[config.mk]
export PLATFORM = sky130hd
export DESIGN_NAME = intc_post_mask
export DESIGN_NICKNAME = d
export VERILOG_FILES = /design/src/rtl/intc_pkg.sv /design/src/rtl/intc_reg_decode.sv /design/src/rtl/intc_post_group.sv /design/src/rtl/intc_mask_bank.sv /design/src/rtl/intc_read_mux.sv /design/src/rtl/intc_prio_enc.sv /design/src/rtl/intc_post_mask.sv
export SDC_FILE = /design/constraint.sdc
export NUM_CORES = 1
export LEC_CHECK = 0
export CAP_MARGIN = 30
export CORE_MARGIN = 2
export CORE_UTILIZATION = 40
export DETAILED_ROUTE_END_ITERATION = 12
export PLACE_DENSITY = 0.64
export SKIP_CTS_REPAIR_TIMING = 1
export SYNTH_ARGS = -nofsm -noshare
export SYNTH_HDL_FRONTEND = slang
export SYNTH_SLANG_ARGS = --single-unit
[constraint.sdc]
create_clock -name clk -period 2.47 [get_ports clk]
set_clock_uncertainty 0.1 [all_clocks]
set_input_delay 0.3705 -clock clk [delete_from_list [all_inputs] [get_ports clk]]
set_output_delay 0.3705 -clock clk [all_outputs]
set_load 0.02 [all_outputs]
[src/rtl/intc_pkg.sv]
package intc_pkg;
  localparam int DATA_W        = 8;
  localparam int GROUPS_DEF    = 3;
  localparam int LAST_BITS_DEF = 6;
  localparam int MODE_BIT      = 7;

  localparam logic [7:0] STATUS_BASE    = 8'hDA;
  localparam logic [7:0] CTRL_ADDR      = 8'hDE;
  localparam logic [7:0] MASK_LAST_ADDR = 8'hDF;
  localparam logic [7:0] MASK_LOW_BASE  = 8'hE0;

  function automatic logic [7:0] status_addr(int g);
    return STATUS_BASE + 8'(g);
  endfunction

  function automatic logic [7:0] mask_addr(int g, int ngroups);
    return (g == ngroups - 1) ? MASK_LAST_ADDR : MASK_LOW_BASE + 8'(g);
  endfunction

  function automatic logic [DATA_W-1:0] group_valid(int g, int ngroups, int last_bits);
    logic [DATA_W-1:0] v;
    v = '0;
    for (int b = 0; b < DATA_W; b++) begin
      if (g != ngroups - 1 || b < last_bits) v[b] = 1'b1;
    end
    return v;
  endfunction
endpackage

[src/rtl/intc_reg_decode.sv]
module intc_reg_decode
  import intc_pkg::*;
#(
  parameter int NUM_GROUPS = GROUPS_DEF
) (
  input  logic                  reg_wr,
  input  logic [7:0]            reg_addr,
  output logic [NUM_GROUPS-1:0] status_we,
  output logic [NUM_GROUPS-1:0] mask_we,
  output logic                  ctrl_we
);
  for (genvar g = 0; g < NUM_GROUPS; g++) begin : g_dec
    assign status_we[g] = reg_wr && (reg_addr == status_addr(g));
    assign mask_we[g]   = reg_wr && (reg_addr == mask_addr(g, NUM_GROUPS));
  end
  assign ctrl_we = reg_wr && (reg_addr == CTRL_ADDR);
endmodule

[src/rtl/intc_post_group.sv]
module intc_post_group
  import intc_pkg::*;
#(
  parameter logic [DATA_W-1:0] VALID = '1
) (
  input  logic              clk,
  input  logic              rst_n,
  input  logic              status_we,
  input  logic              sw_mode,
  input  logic [DATA_W-1:0] wdata,
  input  logic [DATA_W-1:0] hw_ev,
  output logic [DATA_W-1:0] posted
);
  logic unused_rsvd;
  assign unused_rsvd = ^{hw_ev & ~VALID, wdata & ~VALID};

  for (genvar b = 0; b < DATA_W; b++) begin : g_bit
    if (VALID[b]) begin : g_live
      logic flag_q;
      always_ff @(posedge clk or negedge rst_n) begin
        if (!rst_n)                                  flag_q <= 1'b0;
        else if (hw_ev[b])                           flag_q <= 1'b1;
        else if (status_we && sw_mode && wdata[b])   flag_q <= 1'b1;
        else if (status_we && !sw_mode && !wdata[b]) flag_q <= 1'b0;
      end
      assign posted[b] = flag_q;
    end else begin : g_rsvd
      assign posted[b] = 1'b0;
    end
  end
endmodule

[src/rtl/intc_mask_bank.sv]
module intc_mask_bank
  import intc_pkg::*;
#(
  parameter int NUM_GROUPS    = GROUPS_DEF,
  parameter int LAST_GRP_BITS = LAST_BITS_DEF
) (
  input  logic                               clk,
  input  logic                               rst_n,
  input  logic [NUM_GROUPS-1:0]              mask_we,
  input  logic                               ctrl_we,
  input  logic [DATA_W-1:0]                  wdata,
  output logic [NUM_GROUPS-1:0][DATA_W-1:0]  mask,
  output logic                               sw_mode
);
  for (genvar g = 0; g < NUM_GROUPS; g++) begin : g_mask
    localparam logic [DATA_W-1:0] VALID = group_valid(g, NUM_GROUPS, LAST_GRP_BITS);
    always_ff @(posedge clk or negedge rst_n) begin
      if (!rst_n)          mask[g] <= '0;
      else if (mask_we[g]) mask[g] <= wdata & VALID;
    end
  end

  always_ff @(posedge clk or negedge rst_n) begin
    if (!rst_n)       sw_mode <= 1'b0;
    else if (ctrl_we) sw_mode <= wdata[MODE_BIT];
  end
endmodule

[src/rtl/intc_read_mux.sv]
module intc_read_mux
  import intc_pkg::*;
#(
  parameter int NUM_GROUPS = GROUPS_DEF
) (
  input  logic [7:0]                         reg_addr,
  input  logic [NUM_GROUPS-1:0][DATA_W-1:0]  posted,
  input  logic [NUM_GROUPS-1:0][DATA_W-1:0]  mask,
  input  logic                               sw_mode,
  output logic [DATA_W-1:0]                  rdata
);
  always_comb begin
    rdata = '0;
    for (int g = 0; g < NUM_GROUPS; g++) begin
      if (reg_addr == status_addr(g))            rdata = posted[g];
      if (reg_addr == mask_addr(g, NUM_GROUPS))  rdata = mask[g];
    end
    if (reg_addr == CTRL_ADDR) begin
      rdata           = '0;
      rdata[MODE_BIT] = sw_mode;
    end
  end
endmodule

[src/rtl/intc_prio_enc.sv]
module intc_prio_enc #(
  parameter int N     = 22,
  parameter int IDX_W = $clog2(N)
) (
  input  logic             clk,
  input  logic             rst_n,
  input  logic [N-1:0]     req,
  output logic             any_q,
  output logic [IDX_W-1:0] idx_q
);
  logic             hit;
  logic [IDX_W-1:0] idx;

  always_comb begin
    hit = 1'b0;
    idx = '0;
    for (int i = N - 1; i >= 0; i--) begin
      if (req[i]) begin
        hit = 1'b1;
        idx = IDX_W'(i);
      end
    end
  end

  always_ff @(posedge clk or negedge rst_n) begin
    if (!rst_n) begin
      any_q <= 1'b0;
      idx_q <= '0;
    end else begin
      any_q <= hit;
      idx_q <= idx;
    end
  end
endmodule

[src/rtl/intc_post_mask.sv]
module intc_post_mask
  import intc_pkg::*;
#(
  parameter int  NUM_GROUPS    = GROUPS_DEF,
  parameter int  LAST_GRP_BITS = LAST_BITS_DEF,
  localparam int NUM_SRC       = (NUM_GROUPS - 1) * DATA_W + LAST_GRP_BITS,
  localparam int IDX_W         = $clog2(NUM_SRC)
) (
  input  logic               clk,
  input  logic               rst_n,
  input  logic               reg_wr,
  input  logic [7:0]         reg_addr,
  input  logic [7:0]         reg_wdata,
  output logic [7:0]         reg_rdata,
  input  logic [NUM_SRC-1:0] hw_event,
  output logic [NUM_SRC-1:0] pending,
  output logic               irq_any,
  output logic [IDX_W-1:0]   irq_index
);
  localparam int PAD_W = NUM_GROUPS * DATA_W;

  logic [NUM_GROUPS-1:0]             status_we;
  logic [NUM_GROUPS-1:0]             mask_we;
  logic                              ctrl_we;
  logic                              sw_mode;
  logic [NUM_GROUPS-1:0][DATA_W-1:0] mask_grp;
  logic [NUM_GROUPS-1:0][DATA_W-1:0] posted_grp;
  logic [PAD_W-1:0]                  ev_pad;
  logic [PAD_W-1:0]                  posted_pad;
  logic [PAD_W-1:0]                  mask_pad;
  logic [NUM_SRC-1:0]                posted_flat;
  logic                              unused_pad;

  always_comb begin
    ev_pad                = '0;
    ev_pad[NUM_SRC-1:0]   = hw_event;
  end

  intc_reg_decode #(.NUM_GROUPS(NUM_GROUPS)) u_dec (
    .reg_wr    (reg_wr),
    .reg_addr  (reg_addr),
    .status_we (status_we),
    .mask_we   (mask_we),
    .ctrl_we   (ctrl_we)
  );

  intc_mask_bank #(.NUM_GROUPS(NUM_GROUPS), .LAST_GRP_BITS(LAST_GRP_BITS)) u_mask (
    .clk     (clk),
    .rst_n   (rst_n),
    .mask_we (mask_we),
    .ctrl_we (ctrl_we),
    .wdata   (reg_wdata),
    .mask    (mask_grp),
    .sw_mode (sw_mode)
  );

  for (genvar g = 0; g < NUM_GROUPS; g++) begin : g_grp
    intc_post_group #(.VALID(group_valid(g, NUM_GROUPS, LAST_GRP_BITS))) u_post (
      .clk       (clk),
      .rst_n     (rst_n),
      .status_we (status_we[g]),
      .sw_mode   (sw_mode),
      .wdata     (reg_wdata),
      .hw_ev     (ev_pad[g*DATA_W +: DATA_W]),
      .posted    (posted_grp[g])
    );
  end

  assign posted_pad  = posted_grp;
  assign mask_pad    = mask_grp;
  assign posted_flat = posted_pad[NUM_SRC-1:0];
  assign pending     = posted_flat & mask_pad[NUM_SRC-1:0];
  assign unused_pad  = ^{posted_pad, mask_pad};

  intc_read_mux #(.NUM_GROUPS(NUM_GROUPS)) u_rd (
    .reg_addr (reg_addr),
    .posted   (posted_grp),
    .mask     (mask_grp),
    .sw_mode  (sw_mode),
    .rdata    (reg_rdata)
  );

  intc_prio_enc #(.N(NUM_SRC), .IDX_W(IDX_W)) u_enc (
    .clk   (clk),
    .rst_n (rst_n),
    .req   (pending),
    .any_q (irq_any),
    .idx_q (irq_index)
  );
endmodule

* Word-level counts from Yosys, hierarchy flattened *
Cells that the tools add are included.

cells by class
  equality and inequality tests = 7
  multiplexer cells = 117
  bitwise gates (word level) = 1
  reduce and logical (&&, ||, !) cells = 88

operators with widths
  kind                                         count
  two-way mux 5 bit                            22
  two-way mux 1 bit                            88
  nonzero test 3 bit                           22
  logical AND 1 bit                            57
  equality test 8 bit (second input constant)  7
  two-way mux 8 bit                            7
  bitwise AND 22 bit                           1
  zero test 1 bit                              9

word-level totals
  flip-flop bits (word level) = 51
  bits of input ports = 41
  output and inout bits = 36
  logic and storage cells = 241

* Logic depth before layout (Yosys ltp) *
Gate-level depths: netlist of run 1.

  depth in word-level cells = 23
  gate-level depth with buffers = 6
  gate-level depth less buffers = 6

* Modules after synthesis *
A second synthesis of run 1 with hierarchy kept.

second synthesis, totals
  cell total of the unflattened synthesis = 384
  area total of the unflattened synthesis = 3,562.2 µm²

by module, submodules not included
  module                                  instances  cells an instance  area each (µm²)  sequential area each (µm²)
  intc_mask_bank                          1          52                 969.7            575.6
  intc_post_group at g_grp[0].u_post ...  2          50                 466.7            200.2
  intc_read_mux                           1          106                643.1            0.0
  intc_prio_enc                           1          50                 422.9            150.1
  intc_post_group at g_grp[2].u_post      1          40                 367.9            150.1
  intc_post_mask                          1          23                 141.4            0.0
  intc_reg_decode                         1          13                 83.8             0.0

* Least setup slack after synthesis of run 1 *
Ideal clock, no wire load.

  kind = in2out
  start = input port reg_addr[0]
  end = output port reg_rdata[0]
  arrival = 1.645 ns
  required time = 1.999 ns
  setup slack = 0.354 ns
  stages = 4
  buffers on the path = 2
  cells stage by stage = clkbuf_1 > clkbuf_1 > mux2_2 > a221o_1

on the way
  longest elaborated chain between the ends = 8
  elaborated cells between the ends (all ways) = 14
  those cells by class = eq/ne (7); mux (7)

ends and longest elaborated chain
  element              RTL line              text
  start: declaration   intc_post_mask.sv:12  input logic [7:0] reg_addr,
  equality test 8 bit  intc_read_mux.sv:15   if (reg_addr == status_addr(g)) rdata = posted[g];
  two-way mux 8 bit    intc_read_mux.sv:15
  two-way mux 8 bit    intc_read_mux.sv:16   if (reg_addr == mask_addr(g, NUM_GROUPS)) rdata = mask[g];
  two-way mux 8 bit    intc_read_mux.sv:15
  two-way mux 8 bit    intc_read_mux.sv:16
  two-way mux 8 bit    intc_read_mux.sv:15
  two-way mux 8 bit    intc_read_mux.sv:16
  two-way mux 8 bit *  intc_read_mux.sv:18   if (reg_addr == CTRL_ADDR) begin
  end: declaration     intc_post_mask.sv:14  output logic [7:0] reg_rdata,

Every way passes the cells marked *; elsewhere a longest branch is shown, timed or not.

* Final worst setup path of run 1 *
  start = input port reg_addr[0]
  end = output port reg_rdata[5]

Same word-level chain as after synthesis.

==> results.yml, run 1 <==
run_status:
  outcome: "finished, final reports clean"
placed_design:
  dpl_cell_area_mm2: 0.00418
  place.detailed.hpwl_um: 7190
  dp.cells: 512
  place.port_buffers: 76
  gp_routability_congestion: 0.886
critical_path:
  timing.critical_path.cells: "clkdlybuf4s50_1 -> buf_4 -> mux2_2 -> a221o_1 -> buf_2"
  worstSetupEndpointType: "output port"
  critical_path.startpoint_type: "primary input"
  worst-endpoint-arrival_ns: 1.97
  crit_required_ns: 2.00
  timing.critical_path.slowest_stage_cell: "clkdlybuf4s50_1"
  setup.worst_path.class: "in2out"
  worstPathBufferInverterCount: 3
  worst_path_largest_cell_delay_ns: 0.57
  cp_max_fo: 4
  path_delay_family: "buffers and inverters"
die:
  placeableCoreArea_mm2: 0.00733
  rows: 31
  fp.dieArea_mm2: 0.00833
  initial_utilization: 0.415
  count_of_pins_on_the_block_boundary: 77
  dieWidth_um: 91.3
  die_y_um: 91.3
yosys:
  yosys_warnings: 0
  netlist_area_mm2: 0.00305
  syn_nets: 348
  number_of_distinct_library_cell_variants_in_the_gate_level_netlist_after_synthesis: 44
  synth.top_cells.by_area: "dfrtp_1 42%, mux2_2 13%, mux2i_1 5.6%"
  postSynthRegisterBits: 51
  synth_area_per_cell_um2: 9.92
  postSynthCellCount: 307
  yosysSeqAreaShare: 0.419
  synth_largest_area_cell: "dfrtp_1"
  synth_largest_type_area_fraction: 0.419
sta:
  remaining_max_slew_budget_at_the_tightest_pin: 0.503
  finalMaxSlewViolations: 0
  period_minus_slack_ns: 2.44
  rsz0062_at_grt: "no"
  timing_worst_slew_pin_value_ns: 0.745
  timing.final.setup_violations: 0
  hold_violations: 0
  setup_total_negative_slack_ns: 0
  max_freq_ghz: 0.410
  finalCritPeriodShare: 0.987
power:
  internal_power_mw: 1.41
  static-leakage-power_nw: 2.16
  power_frac_clock: 0.235
  pnr_total_power_mw: 2.04
  sequentialPowerShare: 0.486
  power.density_mw_per_mm2: 474
  power.share.combinational: 0.280
  worst_ir_drop_vdd_mv: 0.283
  swShare: 0.311
  net_switching_power_figure_mw: 0.634
route:
  num_vias: 2892
  drt-pass1-iter-count: 4
  detail_route.iter0.violations: 156
  drc: 0
  antenna_violating_nets_post_route: 0
  wire_per_inst_um: 17.9
  post_drt_via_cell_ratio: 5.55
  routed_wirelength_um: 9300
global_route:
  number_of_antenna_violations_at_the_first_check_in_global_routing: 0
  first_pass_grt_wire_length_um: 14600
  grt_remaining_overflow: 0
  grt_max_degree: 33
  grt_pass1_vias: 2766
  global_route.usage.total: 0.225
layout:
  layout.filler_cells: 659
  post-route-util: 0.587
  stdcell_area_mm2: 0.00430
  antenna_cells_inserted: 0
  final_layout_size_suffix_gt1_frac: 0.265
  syn_to_final_growth_pct: 41.2
  final_cell_count_no_fill: 521
  finish.net_count: 462
cts:
  tritoncts_num_sinks: 51
  cts_clock_pin_slew_for_the_worst_setup_and_hold_paths_ns: 0.09
  tritoncts: "done"
  clk_root_buffer_cell: "clkbuf_8"
  htree_num_levels: 2
  worst_skew_pair.late_latency_ns: 0.30
  max_clock_buf_depth: 2
  cts_made_buffers: 5
min_path:
  holdCritPathClass: "in2async"
job:
  drv.max_cap_violation_count: 0
cells in the mapped netlist (all sizes together):
| cell | instances |
|---|---|
| or3b | 1 |
| o221ai | 1 |
| nor2b | 1 |
| nand4b | 1 |
| o22ai | 1 |
| a221oi | 1 |
| mux2i | 17 |
| nor3b | 1 |
| o31ai | 1 |
| a221o | 7 |
| o311ai | 1 |
| nand2 | 26 |
| a41oi | 1 |
| a21oi | 27 |
| o21bai | 17 |
| o21ai | 10 |
| a22oi | 9 |
| nand4 | 5 |
| or3 | 2 |
| nor4b | 1 |
| nor4 | 2 |
| clkbuf | 7 |
| nor2 | 17 |
| inv | 19 |
| a211oi | 6 |
| and3 | 2 |
| nor3 | 6 |
| or4 | 1 |
| nand3 | 5 |
| nand2b | 2 |
| a31oi | 4 |
| mux2 | 35 |
| dfrtp | 51 |
| and2 | 5 |
| buf | 4 |
| or2 | 8 |
| a22o | 2 |
layout by cell type (no fill, tap or decap), types with 8 or more instances in the layout:
| cell | Yosys | layout |
|---|---|---|
| o21bai_1 | 17 | 17 |
| mux2_2 | 35 | 35 |
| clkdlybuf4s50_1 | 0 | 61 |
| a21oi_1 | 27 | 27 |
| or2_2 | 8 | 8 |
| o21ai_0 | 10 | 10 |
| a22oi_1 | 9 | 9 |
| mux2i_1 | 17 | 17 |
| dfrtp_1 | 51 | 51 |
| buf_4 | 1 | 41 |
| inv_1 | 19 | 19 |
| nand2_1 | 26 | 26 |
| nor2_1 | 16 | 16 |
through the flow:
step           hold WS (ns)  worst slack [ns]
2_1_floorplan       -0.0251             0.354
3_3_place_gp          0.373            -0.580
3_5_place_dp          0.375            -0.620
4_1_cts              0.0396            -0.621
5_1_grt              0.0730           0.00149
6_report             0.0194            0.0317
power by group through the flow:
| stage | combinational [mW] | sequential, mW | clock [mW] |
|---|---|---|---|
| 2_1_floorplan | 0.253 | 1.03 | 0 |
| 3_3_place_gp | 0.559 | 1.00 | 0 |
| 3_5_place_dp | 0.569 | 1.01 | 0 |
| 4_1_cts | 0.571 | 0.990 | 0.493 |
| 5_1_grt | 0.619 | 1.01 | 0.525 |
| 6_report | 0.571 | 0.990 | 0.478 |
worst paths after layout:
check | cells after the start | startpoint | to | slack, ns
min reg2reg | 1 | u_mask.mask[10]$_DFFE_PN0P_ | u_mask.mask[10]$_DFFE_PN0P_ | 0.43
min | 1 | rst_n | g_grp[1].u_post.g_bit[4].g_live.flag_q$_DFFE_PN0P_ | 0.02
max reg2reg | 5 | g_grp[1].u_post.g_bit[2].g_live.flag_q$_DFFE_PN0P_ | u_enc.idx_q[0]$_DFF_PN0_ | 0.84
max | 5 | reg_addr[0] | reg_rdata[5] | 0.03
min in group clk | 1 | u_mask.mask[10]$_DFFE_PN0P_ | u_mask.mask[10]$_DFFE_PN0P_ | 0.43
max in group asynchronous | 2 | rst_n | g_grp[0].u_post.g_bit[2].g_live.flag_q$_DFFE_PN0P_ | 1.58
cell families after synthesis:
family          count (synthesis)  synth area share
mux                            52             0.185
simple gates                   86             0.159
buf+inv                        30            0.0436
flops                          51             0.419
compound gates                 88             0.193
layer usage:
metal,share of wire,GRT usage,up-vias
met4,0.011,0.0644,0
met2,0.49,0.385,108
li1,-,-,1366
met3,0.050,0.0257,10
met5,0,0,-
met1,0.45,0.302,1408
flip-flops by register name, indices dropped and copies added, names as in the netlist:
register and count:
u_mask.mask 22, u_enc.idx_q 5, u_enc.any_q 1, u_mask.sw_mode 1, g_grp.u_post.g_bit.g_live.flag_q 22
final cells by class:
class | count | area [um^2] | area share
Timing Repair Buffer | 118 | 1080 | 0.251
Sequential cell | 51 | 1280 | 0.297
Clock inverter | 2 | 12.5 | 0.00291
Inverter | 19 | 71.3 | 0.0166
Tap cell | 99 | 124 | 0.0288
Clock buffer | 6 | 72.6 | 0.0169
Multi-Input combinational cell | 226 | 1670 | 0.388
No activity file was read; power rests on OpenSTA's default activity.
==> inputs of run 2 (changes only) <==
- CAP_MARGIN: 30 -> default
- GPL_TIMING_DRIVEN: default -> 0
==> results.yml, run 2 (synthesis gave the netlist of run 1 again) <==
cts:
  cts_made_buffers: 5
  worst_skew_pair.late_latency_ns: 0.31
  cts_clock_pin_slew_for_the_worst_setup_and_hold_paths_ns: 0.10
  clk_root_buffer_cell: "clkbuf_8"
  tritoncts_num_sinks: 51
  max_clock_buf_depth: 2
  htree_num_levels: 2
  tritoncts: "done"
route:
  routed_wirelength_um: 9480
  drt-pass1-iter-count: 5
  wire_per_inst_um: 19.0
  post_drt_via_cell_ratio: 5.63
  drc: 0
  antenna_violating_nets_post_route: 0
  num_vias: 2813
  detail_route.iter0.violations: 159
die:
  placeableCoreArea_mm2: 0.00733
  initial_utilization: 0.415
  count_of_pins_on_the_block_boundary: 77
  die_y_um: 91.3
  rows: 31
  fp.dieArea_mm2: 0.00833
  dieWidth_um: 91.3
sta:
  period_minus_slack_ns: 2.39
  setup_total_negative_slack_ns: 0
  hold-worst-slack_ns: 0.413
  finalCritPeriodShare: 0.968
  max_freq_ghz: 0.418
  timing_worst_slew_pin_value_ns: 0.650
  timing.final.setup_violations: 0
  remaining_max_slew_budget_at_the_tightest_pin: 0.566
  hold_violations: 0
  finalMaxSlewViolations: 0
layout:
  antenna_cells_inserted: 0
  layout.cells.most_common: "clkdlybuf4s50_1"
  layout.filler_cells: 645
  multiInputGateArea_mm2: 0.00165
  final_layout_size_suffix_gt1_frac: 0.200
  layout.cells.most_common_list: "59 x clkdlybuf4s50_1, 51 x dfrtp_1, 35 x mux2_2, 27 x a21oi_1, 26 x nand2_1"
  syn_to_final_growth_pct: 36.2
  final-seq-area_mm2: 0.00128
  final_cell_count_no_fill: 500
  reg.largest.list: "g_grp.u_post.g_bit.g_live.flag_q: 22 flops, u_mask.mask: 22 flops, u_enc.idx_q: 5 flops"
  finish.net_count: 441
placed_design:
  place.port_buffers: 74
  gp_routability_congestion: 0.874
  place.detailed.hpwl_um: 6880
  dp.cells: 481
global_route:
  global_route.usage.total: 0.231
  first_pass_grt_wire_length_um: 14600
  grt_pass1_vias: 2666
  grt_max_degree: 35
  grt_remaining_overflow: 0
  number_of_antenna_violations_at_the_first_check_in_global_routing: 0
min_path:
  holdCritPathClass: "in2async"
power:
  worst_ir_drop_vdd_mv: 0.235
  power.density_mw_per_mm2: 492
  static-leakage-power_nw: 2.15
critical_path:
  setup.worst_path.class: "in2out"
  crit_required_ns: 2.00
  critical_path.startpoint_type: "primary input"
  worstSetupEndpointType: "output port"
  cp_max_fo: 8
  worst-endpoint-arrival_ns: 1.92
run_status:
  outcome: "finished, final reports clean"
job:
  drv.max_cap_violation_count: 0
[run 2: changes by cell type in the layout (fill, tap and decap cells not counted), sizes merged]
cell and delta:
clkbuf +4, dlygate4sd3 +1, buf -31, clkdlybuf4s50 -2, clkinvlp +1, dlymetal6s2s +6
[run 2: power by group]
| group | internal [mW] | switching, mW | total (mW) |
|---|---|---|---|
| sequential | 0.921 | 0.0738 | 0.994 |
| clock | 0.198 | 0.299 | 0.496 |
| combinational | 0.271 | 0.277 | 0.547 |
| total | 1.39 | 0.649 | 2.04 |
[run 2: critical path, cell delays in order]
cell and delay [ns]:
dlymetal6s2s_1 0.17, nor4b_4 0.30, nand3_2 0.14, nor2_4 0.24, o22ai_1 0.12, a221o_1 0.36, dlymetal6s2s_1 0.21
[run 2: area by class of cell]
class / instances / share of cell area
multi-input cells: 226 / 0.399
flip-flops and latches: 51 / 0.308
repair buffers: 86 / 0.208
inverters: 19 / 0.0172
clock inverters: 3 / 0.00483
well taps: 99 / 0.0299
clock buffers: 5 / 0.0166
plain buffers: 11 / 0.0169
[run 2: routing by layer]
metal | global-route usage | wire length (um) | up-vias
met2 | 0.367 | 4600 | 105
li1 | - | - | 1323
met4 | 0.0859 | 157 | 0
met5 | 0 | 0 | -
met1 | 0.314 | 4130 | 1372
met3 | 0.0423 | 593 | 13
[run 2: per-stage QoR]
step	setup WS, ns	power, mW	utilization	instance area (um^2)
after floorplan	0.354	1.28	-	3050
after global placement	-1.00	1.54	0.533	3910
after detailed placement	-1.01	1.55	0.535	3930
after CTS	-1.03	2.04	0.548	4010
after global routing	-0.0407	2.15	0.566	4150
final	0.0799	2.04	0.566	4150
[run 2: final timing paths]
| kind | startpoint | slack [ns] | endpoint | cells past startpoint |
|---|---|---|---|---|
| setup reg to reg | u_mask.sw_mode$_DFFE_PN0P_ | 0.57 | g_grp[0].u_post.g_bit[5].g_live.flag_q$_DFFE_PN0P_ | 4 |
| hold reg to reg | u_mask.mask[8]$_DFFE_PN0P_ | 0.43 | u_mask.mask[8]$_DFFE_PN0P_ | 1 |
| max in group asynchronous | rst_n | 1.31 | u_mask.mask[17]$_DFFE_PN0P_ | 3 |
| min in group clk | u_mask.mask[8]$_DFFE_PN0P_ | 0.43 | u_mask.mask[8]$_DFFE_PN0P_ | 1 |
| hold / removal | rst_n | 0.41 | g_grp[0].u_post.g_bit[4].g_live.flag_q$_DFFE_PN0P_ | 2 |
| setup / recovery | reg_addr[3] | 0.08 | reg_rdata[7] | 7 |
==> inputs of run 3 (changes only) <==
==> constraint.sdc (replaced) <==
create_clock -name clk -period 2.5 [get_ports clk]
set_clock_uncertainty 0.1 [all_clocks]
set_input_delay 0.25 -clock clk [delete_from_list [all_inputs] [get_ports clk]]
set_output_delay 0.25 -clock clk [all_outputs]
set_load 0.02 [all_outputs]
==> results.yml, run 3 (synthesis gave the netlist of run 1 again) <==
run_status:
  outcome: "finished, final reports clean"
route:
  routed_wirelength_um: 9450
  num_vias: 2858
  wire_per_inst_um: 18.8
  drc: 0
  drt-pass1-iter-count: 5
  detail_route.iter0.violations: 150
  antenna_violating_nets_post_route: 0
  post_drt_via_cell_ratio: 5.69
global_route:
  first_pass_grt_wire_length_um: 14600
  grt_pass1_vias: 2666
  number_of_antenna_violations_at_the_first_check_in_global_routing: 0
  grt_max_degree: 35
  global_route.usage.total: 0.231
  grt_remaining_overflow: 0
die:
  count_of_pins_on_the_block_boundary: 77
  rows: 31
  placeableCoreArea_mm2: 0.00733
  initial_utilization: 0.415
  fp.dieArea_mm2: 0.00833
  die_y_um: 91.3
  dieWidth_um: 91.3
sta:
  rsz0062_at_grt: "no"
  timing.final.setup_violations: 0
  finalCritPeriodShare: 0.944
  max_freq_ghz: 0.424
  timing_worst_slew_pin_value_ns: 0.656
  period_minus_slack_ns: 2.36
  hold_violations: 0
  setup_total_negative_slack_ns: 0
  finalMaxSlewViolations: 0
  setup_ws_ns: 0.140
  remaining_max_slew_budget_at_the_tightest_pin: 0.562
layout:
  finish.net_count: 443
  final_layout_size_suffix_gt1_frac: 0.199
  layout.cells.most_common_list: "59 x clkdlybuf4s50_1, 51 x dfrtp_1, 35 x mux2_2, 27 x a21oi_1, 26 x nand2_1"
  post-route-util: 0.569
  syn_to_final_growth_pct: 36.9
  layout.filler_cells: 641
  reg.largest.list: "g_grp.u_post.g_bit.g_live.flag_q: 22 flops, u_mask.mask: 22 flops, u_enc.idx_q: 5 flops"
  layout.cells.most_common: "clkdlybuf4s50_1"
  stdcell_area_mm2: 0.00417
  antenna_cells_inserted: 0
critical_path:
  worstPathBufferInverterCount: 3
  critical_path.startpoint_type: "primary input"
  worstSetupEndpointType: "output port"
  timing.critical_path.slowest_stage_cell: "clkbuf_1"
  worst-endpoint-arrival_ns: 2.01
  timing.critical_path.cells: "clkbuf_1 -> clkbuf_1 -> mux2_2 -> a221o_1 -> dlymetal6s2s_1"
  crit_required_ns: 2.15
  cp_max_fo: 10
  worst_path_largest_cell_delay_ns: 0.55
  setup.worst_path.class: "in2out"
  path_delay_family: "buffers and inverters"
  most_prevalent_standard_cell_on_the_critical_path: "clkbuf_1"
placed_design:
  place.detailed.hpwl_um: 6880
  dpl_cell_area_mm2: 0.00393
  placement.setup.worst_slack_ns: -0.735
  gp_routability_congestion: 0.874
  place.port_buffers: 74
cts:
  tritoncts: "done"
  max_clock_buf_depth: 2
  cts_made_buffers: 5
  cts_clock_pin_slew_for_the_worst_setup_and_hold_paths_ns: 0.10
  worst_skew_pair.late_latency_ns: 0.31
  tritoncts_num_sinks: 51
  clk_root_buffer_cell: "clkbuf_8"
  htree_num_levels: 2
job:
  drv.max_cap_violation_count: 0
power:
  worst_ir_drop_vdd_mv: 0.235
  power.density_mw_per_mm2: 484
  static-leakage-power_nw: 2.17
min_path:
  holdCritPathClass: "in2async"
## run 3: cell count changes in the layout (fill, tap and decap cells not counted)
cell / before / now
buf_4: 12 / 14
clkbuf_2: 3 / 1
dlymetal6s2s_1: 12 / 13
clkbuf_1: 5 / 6
## run 3: area by class of cell
cell class                 count  area, um^2  share of cell area
tap                           99         124              0.0297
sequential                    51        1280               0.306
timing repair buffer          88         886               0.213
inverter                      19        71.3              0.0171
clock inverter                 3        20.0             0.00480
clock buffer                   5        68.8              0.0165
buffer                        11        68.8              0.0165
multi-input combinational    226        1650               0.397
## run 3: stage by stage
step,power [mW],cells,hold slack (ns)
2_1_floorplan,1.27,307,-0.146
3_3_place_gp,1.52,480,0.405
3_5_place_dp,1.53,481,0.115
4_1_cts,2.01,489,-0.229
5_1_grt,2.13,502,0.297
6_report,2.02,502,0.292
## run 3: metal layers
metal / vias up / routed length (um) / global-route usage
met5: - / 0 / 0
met4: 0 / 174 / 0.0859
met3: 15 / 540 / 0.0423
met2: 120 / 4590 / 0.367
met1: 1397 / 4150 / 0.314
li1: 1326 / - / -
## run 3: path summary, 6_finish.rpt
check	from	endpoint	slack, ns	cells past startpoint
min in group clk	reg_addr[1]	u_mask.sw_mode$_DFFE_PN0P_	0.32	3
setup / recovery	reg_addr[0]	reg_rdata[2]	0.14	5
hold / removal	rst_n	g_grp[0].u_post.g_bit[4].g_live.flag_q$_DFFE_PN0P_	0.29	2
hold reg to reg	u_mask.mask[8]$_DFFE_PN0P_	u_mask.mask[8]$_DFFE_PN0P_	0.43	1
setup reg to reg	u_mask.sw_mode$_DFFE_PN0P_	g_grp[0].u_post.g_bit[5].g_live.flag_q$_DFFE_PN0P_	0.62	4
max in group asynchronous	rst_n	g_grp[1].u_post.g_bit[0].g_live.flag_q$_DFFE_PN0P_	1.47	3
## run 3: power by group
part	internal, mW	leakage (nW)	switching [mW]
sequential	0.910	0.603	0.0731
clock	0.196	0.0402	0.294
combinational	0.270	1.53	0.274
total	1.37	2.17	0.641
## run 3: worst reg2reg max path: stages, from the launching register on
cell and delay [ns]:
dfrtp_1 0.54, clkbuf_2 0.33, clkbuf_1 0.53, a21oi_1 0.14
o21bai_1 0.17
